### src/rtl/tsq_pkg.sv
package tsq_pkg;

    localparam int FUNC_W = 5;
    localparam int SUB_W  = 4;

    localparam logic [FUNC_W-1:0] TEST_FUNC = FUNC_W'(25);
    localparam logic [SUB_W-1:0]  TEST_SUB  = SUB_W'(0);

    typedef enum logic {
        SEQ_IDLE = 1'b0,
        SEQ_RUN  = 1'b1
    } seq_state_t;

    typedef struct packed {
        logic [FUNC_W-1:0] func;
        logic [SUB_W-1:0]  sub;
        logic              strobe;
    } bus_cmd_t;

    // Round a duration in ns up to whole clock cycles.
    function automatic int ns_to_cycles(input int dur_ns, input int period_ns);
        return (dur_ns + period_ns - 1) / period_ns;
    endfunction

endpackage

### src/rtl/tsq_cmd_decode.sv
module tsq_cmd_decode
    import tsq_pkg::*;
(
    input  bus_cmd_t cmd,
    output logic     hit
);
    always_comb begin
        hit = cmd.strobe && (cmd.func == TEST_FUNC) && (cmd.sub == TEST_SUB);
    end
endmodule

### src/rtl/tsq_window_timer.sv
module tsq_window_timer
    import tsq_pkg::*;
#(
    parameter int WIN_CYC = 28,
    parameter int DLY_CYC = 1
) (
    input  logic clk,
    input  logic rst,
    input  logic fire,
    output logic win_on,
    output logic sub_on
);
    localparam int CW = (WIN_CYC > 1) ? $clog2(WIN_CYC) : 1;
    localparam logic [CW-1:0] LAST = CW'(WIN_CYC - 1);

    seq_state_t    state;
    logic [CW-1:0] cnt;

    always_ff @(posedge clk) begin
        if (rst) begin
            state <= SEQ_IDLE;
            cnt   <= '0;
        end else begin
            case (state)
                SEQ_IDLE: begin
                    if (fire) begin
                        state <= SEQ_RUN;
                        cnt   <= '0;
                    end
                end
                SEQ_RUN: begin
                    if (cnt == LAST) begin
                        state <= SEQ_IDLE;
                        cnt   <= '0;
                    end else begin
                        cnt <= cnt + 1'b1;
                    end
                end
                default: begin
                    state <= SEQ_IDLE;
                    cnt   <= '0;
                end
            endcase
        end
    end

    assign win_on = (state == SEQ_RUN);

    generate
        if (DLY_CYC == 0) begin : g_nodly
            assign sub_on = win_on;
        end else begin : g_dly
            assign sub_on = win_on && (cnt >= CW'(DLY_CYC));
        end
    endgenerate
endmodule

### src/rtl/tsq_fanout.sv
module tsq_fanout #(
    parameter int N = 16
) (
    input  logic         src,
    output logic [N-1:0] dst
);
    generate
        for (genvar g = 0; g < N; g++) begin : g_ch
            assign dst[g] = src;
        end
    endgenerate
endmodule

### src/rtl/tsq_test_pulse_seq.sv
module tsq_test_pulse_seq
    import tsq_pkg::*;
#(
    parameter int CLK_PERIOD_NS   = 20,
    parameter int WINDOW_NS       = 550,
    parameter int SWITCH_DELAY_NS = 20,
    parameter int NUM_CH          = 16
) (
    input  logic              clk,
    input  logic              rst,
    input  logic [FUNC_W-1:0] bus_func,
    input  logic [SUB_W-1:0]  bus_sub,
    input  logic              bus_strobe,
    output logic              gate_o,
    output logic [NUM_CH-1:0] dump_en_o,
    output logic              busy_o
);
    localparam int WIN_CYC = ns_to_cycles(WINDOW_NS, CLK_PERIOD_NS);
    localparam int DLY_CYC = ns_to_cycles(SWITCH_DELAY_NS, CLK_PERIOD_NS);

    bus_cmd_t cmd;
    logic     hit;
    logic     win_on;
    logic     sub_on;

    assign cmd = '{func: bus_func, sub: bus_sub, strobe: bus_strobe};

    tsq_cmd_decode u_dec (
        .cmd (cmd),
        .hit (hit)
    );

    tsq_window_timer #(
        .WIN_CYC (WIN_CYC),
        .DLY_CYC (DLY_CYC)
    ) u_tmr (
        .clk    (clk),
        .rst    (rst),
        .fire   (hit),
        .win_on (win_on),
        .sub_on (sub_on)
    );

    tsq_fanout #(.N(NUM_CH)) u_fan (
        .src (sub_on),
        .dst (dump_en_o)
    );

    assign gate_o = win_on;
    assign busy_o = win_on;
endmodule

### config.mk
export PLATFORM = sky130hd
export DESIGN_NAME = tsq_test_pulse_seq
export DESIGN_NICKNAME = d
export VERILOG_FILES = /design/src/rtl/tsq_pkg.sv /design/src/rtl/tsq_cmd_decode.sv /design/src/rtl/tsq_window_timer.sv /design/src/rtl/tsq_fanout.sv /design/src/rtl/tsq_test_pulse_seq.sv
export SDC_FILE = /design/constraint.sdc
export NUM_CORES = 1
export LEC_CHECK = 0
export BUFFER_PORTS_ARGS = -buffer_cell sky130_fd_sc_hd__buf_4
export CORE_AREA = 2 2 39 41
export CTS_CLUSTER_SIZE = 10
export DETAILED_ROUTE_END_ITERATION = 10
export DIE_AREA = 0 0 41 43
export GPL_TIMING_DRIVEN = 0
export PLACE_DENSITY = 0.7
export SETUP_SLACK_MARGIN = 0.02
export SLEW_MARGIN = 20
export SYNTH_ARGS = -nofsm -noshare
export SYNTH_HDL_FRONTEND = slang
export SYNTH_SLANG_ARGS = --single-unit
### constraint.sdc
create_clock -name clk -period 2.1 [get_ports clk]
set_input_delay 0.21 -clock clk [delete_from_list [all_inputs] [get_ports clk]]
set_output_delay 0.21 -clock clk [all_outputs]
set_load 0.02 [all_outputs]
==> impl_metrics.json <==
{
  "track_usage_pct": 13.60,
  "drc_errors": 0,
  "finalCriticalPeriod_ns": 1.898,
  "swShare_pct": 22.89,
  "syn_nets": 70,
  "path_max_fanout": 16,
  "synth_area_sq_um": 490.5,
  "die_h_um": 43,
  "cts_tree": "done",
  "rows": 14,
  "ys_types": 27,
  "htree_levels": 1,
  "drt_iter0_markers": 12,
  "synth_area_leaders": "buf_4, dfxtp_1, ha_1",
  "ff2ff_setup_slack_ns": 0.77,
  "antenna_left": 0,
  "grt_remaining_overflow": 0,
  "worstSkewPairLatency_ns": 0.26,
  "dp_hpwl_um": 863.9,
  "cts_buffer_depth": 2,
  "synth_ff_type": "dfxtp_1",
  "worst_pin_slew_ns": 0.5351,
  "critical_path_arrival_ns": 1.69,
  "finalWirelength_um": 1049,
  "synthArstFlopShare_pct": 0,
  "slew_viol_final": 0,
  "setup-violations-final": 0,
  "area_delta_synth_final_pct": 55.36,
  "power_uw": 252.9,
  "clk_pin_slew_worst_paths_ns": 0.05,
  "place.gp.congestion": 0.8006,
  "hp-start": "rst",
  "path_class": "register to primary output",
  "p_leak_nw": 0.3773,
  "start_util_pct": 35.44,
  "drive_gt1_share_pct": 63.64,
  "power.switching_uw": 57.90,
  "fin_skew_ns": 0.0007813,
  "holdPathStages": 2,
  "hold_end": "u_tmr.cnt[4]",
  "grt_max_degree": 17,
  "slew_headroom_pct": 63.99,
  "grt_pass1_vias": 404,
  "timing.fmax_mhz": 527.0,
  "place_ws_ns": 0.08627,
  "layout_common_cells": "buf_4, dfxtp_1, nand2_1, clkbuf_4",
  "synthCells": 56,
  "fin_crit_sh_pct": 90.36,
  "layout_commonest_cell": "buf_4",
  "setup_tns_ns": 0,
  "p_comb_share_pct": 9.1,
  "antenna_found_initial": 0,
  "diodes": 0,
  "hold_class": "input port to register",
  "via_count": 502,
  "layout.nets": 104,
  "routedWlPerCell_um": 10.09,
  "drv_cap": 0,
  "fp.dieArea_sq_um": 1763,
  "cts.root.buffer_cell": "clkbuf_4",
  "cts_hold_buf": 0,
  "cp.required_ns": 1.89,
  "cp-start-kind": "register",
  "synth_top_area_share_pct": 26.02,
  "rsz0062_at_grt": "false",
  "synth_seq_cells": 6,
  "irDropWorstVdd_mv": 0.2082,
  "core_area_sq_um": 1384,
  "firstDrtPassIters": 5,
  "clkPwrFrac_pct": 45.7,
  "avgSynthCellArea_sq_um": 8.758,
  "die_width_um": 41,
  "pwr-share-seq_pct": 45.2,
  "reg2reg_from": "u_tmr.cnt[0]",
  "r2r_cells": 4,
  "p_per_area_nw_per_um2": 331.9,
  "synth_edf_count": 0,
  "hold_violations": 0,
  "synth_top_area_cell": "buf_4",
  "ios": 30,
  "cts_num_sinks": 6,
  "power.internal_uw": 195.0,
  "vias_per_cell": 4.827,
  "fin_ws_ns": 0.2024,
  "status": "finished, final reports clean",
  "numCtsBuffers": 3,
  "yosysWarningCount": 0,
  "grt_first_pass_wirelength_um": 1566,
  "crit-reg2reg-capture": "u_tmr.cnt[2]",
  "portBuffers": 29,
  "worst_setup_path_end_kind": "primary output",
  "yosysSeqAreaShare_pct": 24.49
}
==> cell usage after synthesis, types with 2 or more instances <==
library cell / instances
nand2_1: 3
a21oi_1: 2
or2_2: 2
inv_1: 2
dfxtp_1: 6
a311oi_1: 2
nand3_1: 2
buf_4: 17
ha_1: 2
==> state kept, by name, summed over array words and instances, names as in the netlist <==
register and count:
u_tmr.win_on 1, u_tmr.cnt 5
==> area by class of cell <==
| class | count | area (sq um) |
|---|---|---|
| Clock buffer | 3 | 22.52 |
| Timing Repair Buffer | 29 | 217.7 |
| Sequential cell | 6 | 120.1 |
| Buffer | 17 | 127.6 |
| Multi-Input combinational cell | 30 | 242.7 |
| Inverter | 3 | 11.26 |
| Tap cell | 16 | 20.02 |
| Fill cell | 130 | 621.8 |
==> power groups by stage <==
stage / clock (mW) / combinational (mW) / sequential, mW
2_1_floorplan: 0 / 0.00541 / 0.116
3_3_place_gp: 0 / 0.0227 / 0.116
3_5_place_dp: 0 / 0.0232 / 0.116
4_1_cts: 0.116 / 0.0232 / 0.114
5_1_grt: 0.123 / 0.0251 / 0.114
6_report: 0.116 / 0.0231 / 0.114
==> critical path: stages, from the launching register on <==
cell	delay (ns)
dfxtp_1	0.37
nor4_1	0.53
a21oi_4	0.21
buf_4	0.18
buf_4	0.15
==> how the worst max path moves through the flow <==
stage	start	endpoint	slack [ns]	depth (start not counted)
after CTS	u_tmr.cnt[0]	dump_en_o[15]	0.11	5
final	u_tmr.cnt[0]	dump_en_o[15]	0.20	4
after detailed placement	u_tmr.cnt[0]	dump_en_o[15]	0.09	5
after global placement	u_tmr.cnt[0]	dump_en_o[5]	0.14	5
after global routing	u_tmr.cnt[0]	dump_en_o[15]	0.08	4
after floorplan	u_tmr.win_on	dump_en_o[0]	0.30	3
==> timing repair <==
item                       CTS  global route
gates resized for setup      1             1
setup buffers                0             0
setup endpoints to repair   16             8
==> layer usage <==
layer / GRT usage [%] / part of all wire, % / wire [um]
met4: 10.00 / 2.6 / 27
met3: 4.712 / 13 / 133
met2: 23.44 / 49 / 512
met5: 0 / 0 / 0
met1: 11.69 / 36 / 375
==> stage by stage <==
| stage | instance area, sq um | instances | hold WS, ns | utilization, % |
|---|---|---|---|---|
| after floorplan | 490.5 | 56 | 0.2791 | - |
| after global placement | 728.2 | 101 | 0.4336 | 52.62 |
| after detailed placement | 728.2 | 101 | 0.4312 | 52.62 |
| after CTS | 754.5 | 104 | 0.1624 | 54.52 |
| after global routing | 762.0 | 104 | 0.1736 | 55.06 |
| final | 762.0 | 104 | 0.1626 | 55.06 |
==> cell families (layout without fill, tap and decap cells) <==
kind of cell,Yosys count,count (layout),share of synthesized area (%)
buffers and inverters,20,52,28.32
AND/OR/NAND/NOR,16,16,20.41
AO/OA/AOI/OAI,12,12,21.69
flip-flops,6,6,24.49
adder cells (fa/ha/maj),2,2,5.101
(Power assumes the default switching activity.)
